File: src/rtl/acc_pkg.sv
package acc_pkg;
  localparam int OPC_W = 4;

  localparam logic [OPC_W-1:0] OPC_LOAD  = 4'h1;
  localparam logic [OPC_W-1:0] OPC_STORE = 4'h2;
  localparam logic [OPC_W-1:0] OPC_ADD   = 4'h5;

  typedef struct packed {
    logic marFromPc;
    logic marFromIr;
    logic mbrFromMem;
    logic mbrFromAcc;
    logic pcInc;
    logic irLoad;
    logic accLoad;
    logic accAdd;
    logic memWe;
  } ctrlStrobe_t;
endpackage

File: src/rtl/acc_datapath.sv
module acc_datapath
  import acc_pkg::*;
#(
  parameter int ADDR_W = 12,
  parameter logic [ADDR_W-1:0] RESET_PC = 12'h300
) (
  input  logic                   clk,
  input  logic                   rstN,
  input  ctrlStrobe_t            strb,
  input  logic [OPC_W+ADDR_W-1:0] memRdata,
  output logic [OPC_W-1:0]       opcode,
  output logic [ADDR_W-1:0]      memAddr,
  output logic [OPC_W+ADDR_W-1:0] memWdata
);
  localparam int WORD_W = OPC_W + ADDR_W;

  logic [ADDR_W-1:0] pcReg;
  logic [ADDR_W-1:0] marReg;
  logic [WORD_W-1:0] mbrReg;
  logic [WORD_W-1:0] irReg;
  logic [WORD_W-1:0] accReg;

  always_ff @(posedge clk or negedge rstN) begin
    if (!rstN) begin
      pcReg  <= RESET_PC;
      marReg <= '0;
      mbrReg <= '0;
      irReg  <= '0;
      accReg <= '0;
    end else begin
      if (strb.marFromPc)      marReg <= pcReg;
      else if (strb.marFromIr) marReg <= irReg[ADDR_W-1:0];

      if (strb.mbrFromMem)      mbrReg <= memRdata;
      else if (strb.mbrFromAcc) mbrReg <= accReg;

      if (strb.pcInc)  pcReg <= pcReg + ADDR_W'(1);
      if (strb.irLoad) irReg <= mbrReg;

      if (strb.accLoad)     accReg <= mbrReg;
      else if (strb.accAdd) accReg <= accReg + mbrReg;
    end
  end

  assign opcode   = irReg[WORD_W-1:ADDR_W];
  assign memAddr  = marReg;
  assign memWdata = mbrReg;

  AST_PC_STEP: assert property (@(posedge clk) disable iff (!rstN)
    (pcReg != $past(pcReg)) |-> (pcReg == $past(pcReg) + ADDR_W'(1)));
  AST_WE_DATA: assert property (@(posedge clk) disable iff (!rstN)
    strb.memWe |-> (memWdata == accReg));
  AST_WE_ADDR: assert property (@(posedge clk) disable iff (!rstN)
    strb.memWe |-> (memAddr == irReg[ADDR_W-1:0]));
endmodule

File: src/rtl/acc_ctrl.sv
module acc_ctrl
  import acc_pkg::*;
(
  input  logic             clk,
  input  logic             rstN,
  input  logic [OPC_W-1:0] opcode,
  output ctrlStrobe_t      strb,
  output logic             halted
);
  typedef enum logic [3:0] {
    ST_FADDR, ST_FWAIT, ST_FCAPT, ST_FIR,
    ST_EXEC, ST_OWAIT, ST_OCAPT, ST_OAPPLY,
    ST_STORE, ST_HALT
  } state_e;

  state_e stateQ, stateD;

  always_ff @(posedge clk or negedge rstN) begin
    if (!rstN) stateQ <= ST_FADDR;
    else       stateQ <= stateD;
  end

  always_comb begin
    stateD = stateQ;
    strb   = '0;
    case (stateQ)
      ST_FADDR: begin
        strb.marFromPc = 1'b1;
        stateD = ST_FWAIT;
      end
      ST_FWAIT: stateD = ST_FCAPT;
      ST_FCAPT: begin
        strb.mbrFromMem = 1'b1;
        strb.pcInc      = 1'b1;
        stateD = ST_FIR;
      end
      ST_FIR: begin
        strb.irLoad = 1'b1;
        stateD = ST_EXEC;
      end
      ST_EXEC: begin
        case (opcode)
          OPC_LOAD, OPC_ADD: begin
            strb.marFromIr = 1'b1;
            stateD = ST_OWAIT;
          end
          OPC_STORE: begin
            strb.marFromIr  = 1'b1;
            strb.mbrFromAcc = 1'b1;
            stateD = ST_STORE;
          end
          default: stateD = ST_HALT;
        endcase
      end
      ST_OWAIT: stateD = ST_OCAPT;
      ST_OCAPT: begin
        strb.mbrFromMem = 1'b1;
        stateD = ST_OAPPLY;
      end
      ST_OAPPLY: begin
        if (opcode == OPC_ADD) strb.accAdd  = 1'b1;
        else                   strb.accLoad = 1'b1;
        stateD = ST_FADDR;
      end
      ST_STORE: begin
        strb.memWe = 1'b1;
        stateD = ST_FADDR;
      end
      ST_HALT: stateD = ST_HALT;
      default: stateD = ST_HALT;
    endcase
  end

  assign halted = (stateQ == ST_HALT);

  AST_HALT_STICKY: assert property (@(posedge clk) disable iff (!rstN)
    halted |=> halted);
  AST_HALT_NO_WRITE: assert property (@(posedge clk) disable iff (!rstN)
    halted |-> !strb.memWe);
  AST_HALT_NO_FETCH: assert property (@(posedge clk) disable iff (!rstN)
    halted |-> !(strb.marFromPc || strb.marFromIr));
endmodule

File: src/rtl/acc_core.sv
module acc_core
  import acc_pkg::*;
#(
  parameter int ADDR_W = 12,
  parameter logic [ADDR_W-1:0] RESET_PC = 12'h300
) (
  input  logic                    clk,
  input  logic                    rstN,
  output logic [ADDR_W-1:0]       memAddr,
  output logic [OPC_W+ADDR_W-1:0] memWdata,
  output logic                    memWe,
  input  logic [OPC_W+ADDR_W-1:0] memRdata,
  output logic                    halted
);
  ctrlStrobe_t      strb;
  logic [OPC_W-1:0] opcode;

  acc_ctrl u_ctrl (
    .clk    (clk),
    .rstN   (rstN),
    .opcode (opcode),
    .strb   (strb),
    .halted (halted)
  );

  acc_datapath #(.ADDR_W(ADDR_W), .RESET_PC(RESET_PC)) u_dp (
    .clk      (clk),
    .rstN     (rstN),
    .strb     (strb),
    .memRdata (memRdata),
    .opcode   (opcode),
    .memAddr  (memAddr),
    .memWdata (memWdata)
  );

  assign memWe = strb.memWe;
endmodule

File: config.mk
export PLATFORM = sky130hd
export DESIGN_NAME = acc_core
export DESIGN_NICKNAME = d
export VERILOG_FILES = /design/src/rtl/acc_pkg.sv /design/src/rtl/acc_datapath.sv /design/src/rtl/acc_ctrl.sv /design/src/rtl/acc_core.sv
export SDC_FILE = /design/constraint.sdc
export NUM_CORES = 1
export LEC_CHECK = 0
export ABC_AREA = 0
export CAP_MARGIN = 10
export CORE_MARGIN = 3
export CORE_UTILIZATION = 40
export DETAILED_ROUTE_END_ITERATION = 8
export RECOVER_POWER = 25
export SLEW_MARGIN = 25
export SYNTH_ARGS = -nofsm -noshare
export SYNTH_HDL_FRONTEND = slang
export SYNTH_SLANG_ARGS = --single-unit
File: constraint.sdc
create_clock -name clk -period 5.4 [get_ports clk]
set_input_delay 0.81 -clock clk [delete_from_list [all_inputs] [get_ports clk]]
set_output_delay 0.81 -clock clk [all_outputs]
set_load 0.02 [all_outputs]
==> out/results.tsv, run 1 <==
metric	value	unit
status	complete, no violations	
synthesized area per cell	9.846	um2
H-tree levels	3	
final wirelength	9.474	mm
Routability Congestion	0.8634	
placed cell area	4743	um2
Num CTS Buffers	9	
I/O Buffers	47	
initial antenna violation count	0	
non-filler cells, final	606	
Tcrit/Tclk final	51.77	%
R2R cell count	8	
Post-Place Worst Slack	2.975	ns
fin worst setup slack	2.604	ns
vias in the first global route	3194	
die width	108.5	um
hpwl dp	6.676	mm
die area	11780	um2
area leader, netlist	dfrtp_1	
I/O pin cnt	48	
synthesis-stage register bit count	76	
arrival time worst endpoint	1.99	ns
Max-cap violations	0	
core area	10000	um2
worst r2r dst	u_dp.accReg[12]$_DFFE_PN0P_	
Min-Delay Path Class	primary input to asynchronous set/reset pin	
VDD IR max	247.4	uV
total of cells resized after clock tree synthesis	0	
Initial DRC Count	184	
PD cells	633.9	nW/um2
Synthesis Warnings	0	
clk_skew	0.008333	ns
wire length per cell	15.63	um
first-pass GRT wire length	16.08	mm
crit path cell chain	or2_1 > nor2_1 > clkdlybuf4s50_1	
synth-to-layout area growth	17.71	%
post-CTS setup buffers	0	
Post-synth top flop	dfrtp_1	
Worst Tran Pin Value	0.9754	ns
critical setup path kind	flop to primary output	
worst-case clock buffer depth	2	
Slew Viols, Final	0	
share of cells above drive strength 1	11.21	%
Clock Pin Slew Worst Setup and Hold Paths	0.09	ns
min Tclk post-route	2.796	ns
Die Height	108.5	um
RSZ-0062 raised after global routing	no	
largest net degree at the start of global routing	77	
row cnt	36	
Hold Vio Cnt, Final	0	
DRT Pass-1 Iters	4	
clk root buf	clkbuf_8	
Antenna Nets Post-Route	0	
CP Max Fanout	8	
P_leak	2.073	nW
final instance area	4949	um2
Unique masters post-synth	55	
most frequent cell after synthesis	dfrtp_1	
Commonest cells post-synth	dfrtp_1, nand2_1, a21oi_1, nor2_1, mux2i_1	
DR vias	3205	
final setup vio count	0	
slew margin rel.	34.79	%
Slowest-stage cell, CP	clkdlybuf4s50_1	
Synth Instances	427	
crit path launch type	flop	
Mapped Area	4204	um2
gr ovfl total	0	
post-synth top area share	44.05	%
Crit. End Element	primary output	
synth top area cells	dfrtp_1, mux2i_1, nand2_1, ha_1, a21oi_1	
data required time of the critical path	4.59	ns
Starting Density	42.04	%
FMAX	0.3577	GHz
# DRC	0	
Cells after DPL	590	
number of flops mapped to enable cells by yosys	0	
CTS tree	built	
setup TNS	0	ns
Seq/Total Area, Yosys	45.30	%
worst-skew pair later-pin latency	0.35	ns
Slowest Stage Delay on Critical Path	0.61	ns
CTS Hold Bufs	0	
GRT Util Overall	17.39	%
nets	503	
n_diodes	0	
R2R setup slack	2.99	ns
CTS Sinks	76	
Vias per Instance	5.289	
reg-to-reg critical path startpoint	u_dp.memWdata[0]$_DFFE_PN0P_	
Synth Net Count	462	
async set-reset flop share out of synthesis	100.0	%
-- layout make-up --
cell class,instances,area (um2)
Fill cell,955,5051
Clock inverter,6,63.81
Multi-Input combinational cell,318,2133
Sequential cell,76,1904
Clock buffer,10,137.6
Inverter,13,48.80
Timing Repair Buffer,50,494.2
Tap cell,133,166.4
-- where the power goes --
| group | internal, W | switching [W] |
|---|---|---|
| clock | 0.000225 | 0.000222 |
| sequential | 0.000819 | 0.000280 |
| combinational | 0.000729 | 0.000862 |
-- critical path, delay by kind of cell (launching register included) --
family / cells / cell delay (ns)
DFF: 1 / 0.48
and+or+nand+nor: 2 / 0.54
buffers and inverters: 1 / 0.61
-- routing by layer --
metal,global-route usage [%],share of wire (%),vias to the layer above
li1,-,-,1589
met1,23.78,46,1543
met2,28.07,48,62
met3,3.881,4.4,11
met4,4.328,1.2,0
met5,0,0,-
-- flip-flops by register name, indices dropped and copies added, names as in the netlist --
| name | cells |
|---|---|
| u_dp.accReg | 16 |
| u_dp.irReg | 16 |
| u_ctrl.stateQ | 4 |
| u_dp.memAddr | 12 |
| u_dp.memWdata | 16 |
| u_dp.pcReg | 12 |
-- logic make-up after synthesis --
group / synth area share, %
xor+xnor: 3.958
fa+ha+maj: 5.238
mux: 9.792
flops: 45.30
buf+inv: 3.958
compound gates: 14.58
simple gates: 17.17
-- how the worst max path moves through the flow --
stage / start / end / slack [ns]
after floorplan: u_dp.memWdata[0]$_DFFE_PN0P_ / u_dp.accReg[12]$_DFFE_PN0P_ / 3.20
after global placement: u_ctrl.stateQ[0]$_DFF_PN0_ / memWe / 3.00
after detailed placement: u_ctrl.stateQ[0]$_DFF_PN0_ / memWe / 2.97
after CTS: u_ctrl.stateQ[0]$_DFF_PN0_ / memWe / 2.58
after global routing: u_ctrl.stateQ[0]$_DFF_PN0_ / memWe / 2.51
final: u_ctrl.stateQ[0]$_DFF_PN0_ / memWe / 2.60
-- through the flow --
step           utilization, %  hold WS, ns  total power (W)
3_3_place_gp            47.43       0.4696         0.002670
4_1_cts                 49.45       0.4869         0.003166
3_5_place_dp            47.43       0.4715         0.002710
5_1_grt                 49.49       0.5079         0.003400
2_1_floorplan               -       0.4451         0.002219
6_report                49.49       0.4701         0.003137
-- placed cells by master, fill, tap and decap left out, types with 4 or more instances in the layout --
cell type	synthesis	layout
nand2_1	54	54
a21oi_1	39	39
nand2b_1	5	5
clkdlybuf4s50_1	0	46
a31oi_1	4	4
dfrtp_1	74	74
nor3_1	10	10
clkbuf_8	0	10
xnor2_1	16	16
o21ai_0	17	17
inv_1	13	13
mux2_2	17	17
a22oi_1	11	11
nand3_1	15	15
ha_1	16	16
nor2_1	33	33
mux2i_1	22	22
and3_1	6	6
(Power assumes the default switching activity.)
==> run 2: changes to the inputs <==
==> constraint.sdc (replaced) <==
create_clock -name clk -period 2.8 [get_ports clk]
set_input_delay 0.42 -clock clk [delete_from_list [all_inputs] [get_ports clk]]
set_output_delay 0.42 -clock clk [all_outputs]
set_load 0.02 [all_outputs]
==> run 2 against run 1 <==
  * The flow now finishes with violations (capacitance limit, slew limit)
  * Sequential power grew 92%
  * Cell count grew 0.66%
  * Worst hold slack gained 0.013 ns
  * Largest cell class unchanged
==> out/results.tsv, run 2 (synthesis gave the netlist of run 1 again) <==
metric	value	unit	change
VDD IR max	480.4	uV	+94%
P_leak	2.084	nW	+0.51%
Starting Density	42.04	%	unchanged
core area	10000	um2	unchanged
data required time of the critical path	2.38	ns	-2.21 ns
Die Height	108.5	um	unchanged
reg-to-reg critical path startpoint	u_dp.memWdata[0]$_DFFE_PN0P_		
Hold Path Sink	u_dp.pcReg[11]$_DFFE_PN0P_		
min-delay src	u_dp.pcReg[11]$_DFFE_PN0P_		
Initial DRC Count	139		-24%
clk root buf	clkbuf_8		
R2R cell count	8		unchanged
worst-skew pair later-pin latency	0.36	ns	about the same
GRT Util Overall	17.37	%	-0.021 points
CTS tree	built		
Tcrit/Tclk final	86.67	%	
post-CTS setup buffers	0		unchanged
Worst Tran Pin Value	1.892	ns	+0.9166 ns
failing checks	capacitance limit, slew limit		
H-tree levels	3		unchanged
Routability Congestion	0.7861		-9.0%
CTS Hold Bufs	0		unchanged
Vias per Instance	5.321		+0.62%
# DRC	0		unchanged
min Tclk post-route	2.427	ns	
DR vias	3246		+1.3%
Final Util	49.51	%	about the same
Slowest Stage Delay on Critical Path	0.61	ns	about the same
Max-cap violations	1		+1
critical setup path kind	flop to primary output		
Min-Delay Path Class	flop to flop		
Slew Viols, Final	77		+77
Hold Crit Depth	1		
most common cell after layout, fill and taps aside	dfrtp_1		
crit path launch type	flop		
status	finished, violations left		
setup TNS	0	ns	unchanged
slew margin rel.	-26.14	%	-61 points
PD cells	1210	nW/um2	+91%
commonest non-fill, non-tap cells in the layout	dfrtp_1, nand2_1, clkdlybuf4s50_1, a21oi_1, nor2_1		
crit path cell chain	or2_1 > nor2_1 > clkdlybuf4s50_1		
worst-case clock buffer depth	2		unchanged
first-pass GRT wire length	16.05	mm	-0.17%
DRT Pass-1 Iters	4		unchanged
CP Max Fanout	8		unchanged
final setup vio count	0		unchanged
arrival time worst endpoint	2.01	ns	+0.02 ns
R2R setup slack	0.42	ns	-2.57 ns
Hold Vio Cnt, Final	0		unchanged
largest net degree at the start of global routing	77		unchanged
RSZ-0062 raised after global routing	no		
gr ovfl total	0		unchanged
final wirelength	9.464	mm	-0.11%
share of cells above drive strength 1	11.95	%	+0.74 points
vias in the first global route	3201		+0.22%
CTS Sinks	76		unchanged
clk_skew	0.01466	ns	+0.006327 ns
hpwl dp	6.712	mm	+0.53%
I/O Buffers	47		unchanged
die width	108.5	um	unchanged
Slowest-stage cell, CP	clkdlybuf4s50_1		
Antenna Nets Post-Route	0		unchanged
Crit. End Element	primary output		
Clock Pin Slew Worst Setup and Hold Paths	0.09	ns	about the same
initial antenna violation count	0		unchanged
nets	507		+0.80%
n_diodes	0		unchanged
final-layout fill cell count	975		+2.1%
worst r2r dst	u_dp.accReg[12]$_DFFE_PN0P_		
FMAX	0.4121	GHz	
wire length per cell	15.51	um	-0.76%
total of cells resized after clock tree synthesis	0		unchanged
row cnt	36		unchanged
die area	11780	um2	unchanged
synth-to-layout area growth	17.77	%	about the same
Num CTS Buffers	9		unchanged
I/O pin cnt	48		unchanged
==> run 2: how the worst max path moves through the flow <==
stage / startpoint / to / slack [ns] / depth (start not counted)
2_1_floorplan: u_dp.memWdata[0]$_DFFE_PN0P_ / u_dp.accReg[12]$_DFFE_PN0P_ / 0.60 / 8
3_3_place_gp: u_dp.memWdata[0]$_DFFE_PN0P_ / u_dp.accReg[12]$_DFFE_PN0P_ / 0.49 / 8
3_5_place_dp: u_dp.memWdata[0]$_DFFE_PN0P_ / u_dp.accReg[12]$_DFFE_PN0P_ / 0.44 / 8
4_1_cts: u_ctrl.stateQ[0]$_DFF_PN0_ / memWe / 0.34 / 3
5_1_grt: u_dp.memWdata[0]$_DFFE_PN0P_ / u_dp.accReg[12]$_DFFE_PN0P_ / 0.22 / 8
6_report: u_ctrl.stateQ[0]$_DFF_PN0_ / memWe / 0.37 / 3
==> run 2: stage by stage <==
step	setup slack, ns	std cells	total power, W	instance area (um2)	hold WS [ns]
detailed placement	0.4405	594	0.005249	4773	0.4665
global route	0.2209	610	0.006508	4951	0.5165
global placement	0.4917	594	0.005183	4773	0.4678
CTS	0.3433	610	0.006056	4954	0.2402
finish	0.3732	610	0.005990	4951	0.4835
floorplan	0.5961	427	0.004279	4204	0.1244
==> run 2: critical path, delay by kind of cell, from the launching register on <==
| family | cells | cell delay [ns] |
|---|---|---|
| buffers and inverters | 1 | 0.61 |
| and+or+nand+nor | 2 | 0.56 |
| DFF | 1 | 0.48 |
==> run 2: metal layers <==
metal / up-vias / GRT usage, % / share of wire [%]
li1: 1607 / - / -
met1: 1602 / 22.98 / 48
met2: 34 / 28.95 / 49
met3: 3 / 4.239 / 2.4
met4: 0 / 3.697 / 0.48
met5: - / 0 / 0
==> run 2: area by class of cell <==
class / instances / area [um2] / share of cell area [%]
repair buffers: 54 / 518.0 / 10.46
clock buffers: 9 / 123.9 / 2.502
flip-flops and latches: 76 / 1904 / 38.46
inverters: 13 / 48.80 / 0.9856
well taps: 133 / 166.4 / 3.361
multi-input cells: 318 / 2133 / 43.09
clock inverters: 7 / 56.30 / 1.137
==> run 2: report_power, final <==
part	internal, W	switching, W	total (W)
registers	0.00158	0.000534	0.00211
clock network	0.000334	0.000452	0.000787
logic	0.00142	0.00167	0.00309
total	0.00334	0.00265	0.00599
==> run 3: changes to the inputs <==
--- a/config.mk
+++ b/config.mk
@@ -11,7 +11,7 @@
 export CORE_UTILIZATION = 40
 export DETAILED_ROUTE_END_ITERATION = 8
 export RECOVER_POWER = 25
-export SLEW_MARGIN = 25
+export SKIP_LAST_GASP = 1
 export SYNTH_ARGS = -nofsm -noshare
 export SYNTH_HDL_FRONTEND = slang
 export SYNTH_SLANG_ARGS = --single-unit
==> run 3 against run 2 <==
  * The flow still finishes with violations (capacitance limit, slew limit)
  * Non-clock buffer count unchanged
  * First-iteration DRC count unchanged
  * Worst hold slack unchanged
  * Critical path depth unchanged
  * Maximum frequency about the same
  * Cell area unchanged
  * Sequential power about the same
  * Total power about the same
  * Clock-buffer cell count unchanged
  * Global-route usage unchanged
==> out/results.tsv, run 3 (synthesis gave the netlist of run 1 again) <==
metric	value	unit	change
GRT Util Overall	17.37	%	unchanged
Sequential Area	1904	um2	unchanged
setup TNS	0	ns	unchanged
met2 wire length	4.680	mm	about the same
I/O pin cnt	48		unchanged
reg-to-reg critical path startpoint	u_dp.memWdata[0]$_DFFE_PN0P_		
vias in the first global route	3201		unchanged
CTS Sinks	76		unchanged
Slowest Stage Delay on Critical Path	0.61	ns	about the same
DR top layer	met4		
worst-case clock buffer depth	2		unchanged
synth-to-layout area growth	17.77	%	unchanged
worst r2r dst	u_dp.accReg[12]$_DFFE_PN0P_		
Met1 Wirelength	4.513	mm	about the same
arrival time worst endpoint	2.01	ns	about the same
Vias per Instance	5.321		unchanged
critical setup path kind	flop to primary output		
die area	11780	um2	unchanged
Max-cap violations	1		unchanged
CTS tree	built		
FMAX	0.4121	GHz	about the same
most common cell after layout, fill and taps aside	dfrtp_1		
Slowest-stage cell, CP	clkdlybuf4s50_1		
critical path's top delay family	buffers and inverters		
final-layout fill cell count	975		unchanged
# DRC	0		unchanged
total of cells resized after clock tree synthesis	0		unchanged
Pwr Total	0.005990	W	about the same
CP Max Fanout	8		unchanged
Setup crit start	u_ctrl.stateQ[0]$_DFF_PN0_		
Num CTS Buffers	9		unchanged
first-pass GRT wire length	16.05	mm	unchanged
Routability Congestion	0.7861		unchanged
Hold Crit Depth	1		unchanged
wire length per cell	15.51	um	unchanged
area occupied by multi-input gates	2133	um2	unchanged
Hold Vio Cnt, Final	0		unchanged
core area	10000	um2	unchanged
H-tree levels	3		unchanged
Clock Pin Slew Worst Setup and Hold Paths	0.09	ns	about the same
cell depth of the worst setup path	3		unchanged
Worst Tran Pin Value	1.892	ns	+0.0004418 ns
P_leak	2.084	nW	unchanged
Hold Path Sink	u_dp.pcReg[11]$_DFFE_PN0P_		
worst-skew pair later-pin latency	0.36	ns	about the same
Hold WS	0.4835	ns	unchanged
min-delay src	u_dp.pcReg[11]$_DFFE_PN0P_		
largest net degree at the start of global routing	77		unchanged
Crit. End Element	primary output		
min Tclk post-route	2.427	ns	-0.0002440 ns
commonest non-fill, non-tap cells in the layout	dfrtp_1, nand2_1, clkdlybuf4s50_1, a21oi_1, nor2_1		
crit path launch type	flop		
I/O Buffers	47		unchanged
initial antenna violation count	0		unchanged
Antenna Nets Post-Route	0		unchanged
R2R setup slack	0.42	ns	about the same
met3 routed WL	225	um	unchanged
DR vias	3246		unchanged
Bufs and invs on worst path	1		unchanged
Initial DRC Count	139		unchanged
gr ovfl total	0		unchanged
Min-Delay Path Class	flop to flop		
clk root buf	clkbuf_8		
status	finished, violations left		
n_diodes	0		unchanged
RSZ-0062 raised after global routing	no		
share of cells above drive strength 1	11.95	%	unchanged
row cnt	36		unchanged
die width	108.5	um	unchanged
Starting Density	42.04	%	unchanged
final wirelength	9.464	mm	unchanged
failing checks	capacitance limit, slew limit		
Die Height	108.5	um	unchanged
CTS Hold Bufs	0		unchanged
VDD IR max	480.4	uV	about the same
hpwl dp	6.712	mm	unchanged
Tcrit/Tclk final	86.66	%	about the same
post-CTS setup buffers	0		unchanged
crit path cell chain	or2_1 > nor2_1 > clkdlybuf4s50_1		
clk_skew	0.01466	ns	-0.000002400 ns
R2R cell count	8		unchanged
DRT Pass-1 Iters	4		unchanged
final setup vio count	0		unchanged
Final Util	49.51	%	unchanged
PD cells	1210	nW/um2	about the same
slew margin rel.	-26.17	%	-0.029 points
Slew Viols, Final	77		unchanged
nets	507		unchanged
data required time of the critical path	2.38	ns	about the same
[run 3: cell counts in the layout (fill, tap and decap cells not counted)]
No cell type changed its count.
[run 3: how the worst max path moves through the flow]
| stage | endpoint |
|---|---|
| final | memWe |
| after global routing | u_dp.accReg[12]$_DFFE_PN0P_ |
| after CTS | memWe |
| after detailed placement | u_dp.accReg[12]$_DFFE_PN0P_ |
| after global placement | u_dp.accReg[12]$_DFFE_PN0P_ |
| after floorplan | u_dp.accReg[12]$_DFFE_PN0P_ |
[run 3: metrics by stage]
stage,setup WS (ns),cell area [um2],cells
global route,0.2209,4951,610
CTS,0.3433,4954,610
finish,0.3735,4951,610
global placement,0.4917,4773,594
floorplan,0.5961,4204,427
detailed placement,0.4405,4773,594
[run 3: routing by layer]
metal | track usage (%) | vias up
met2 | 28.95 | 34
met4 | 3.697 | 0
met3 | 4.239 | 3
li1 | - | 1607
met5 | 0 | -
met1 | 22.98 | 1602
[run 3: cell type report]
cell class | count | area share (%)
Clock buffer | 9 | 2.502
Inverter | 13 | 0.9856
Sequential cell | 76 | 38.46
Multi-Input combinational cell | 318 | 43.09
Clock inverter | 7 | 1.137
Tap cell | 133 | 3.361
Timing Repair Buffer | 54 | 10.46
[run 3: worst register-to-register path: cells and delay by family (launching register included)]
family / cells / cell delay [ns]
simple gates: 3 / 0.53
compound gates: 3 / 0.64
flops: 1 / 0.44
fa+ha+maj: 2 / 0.65
[run 3: where the power goes]
part	internal, W	switching, W	leakage [nW]
combinational	0.00142	0.00167	1.07
clock	0.000334	0.000452	0.0910
sequential	0.00158	0.000534	0.928
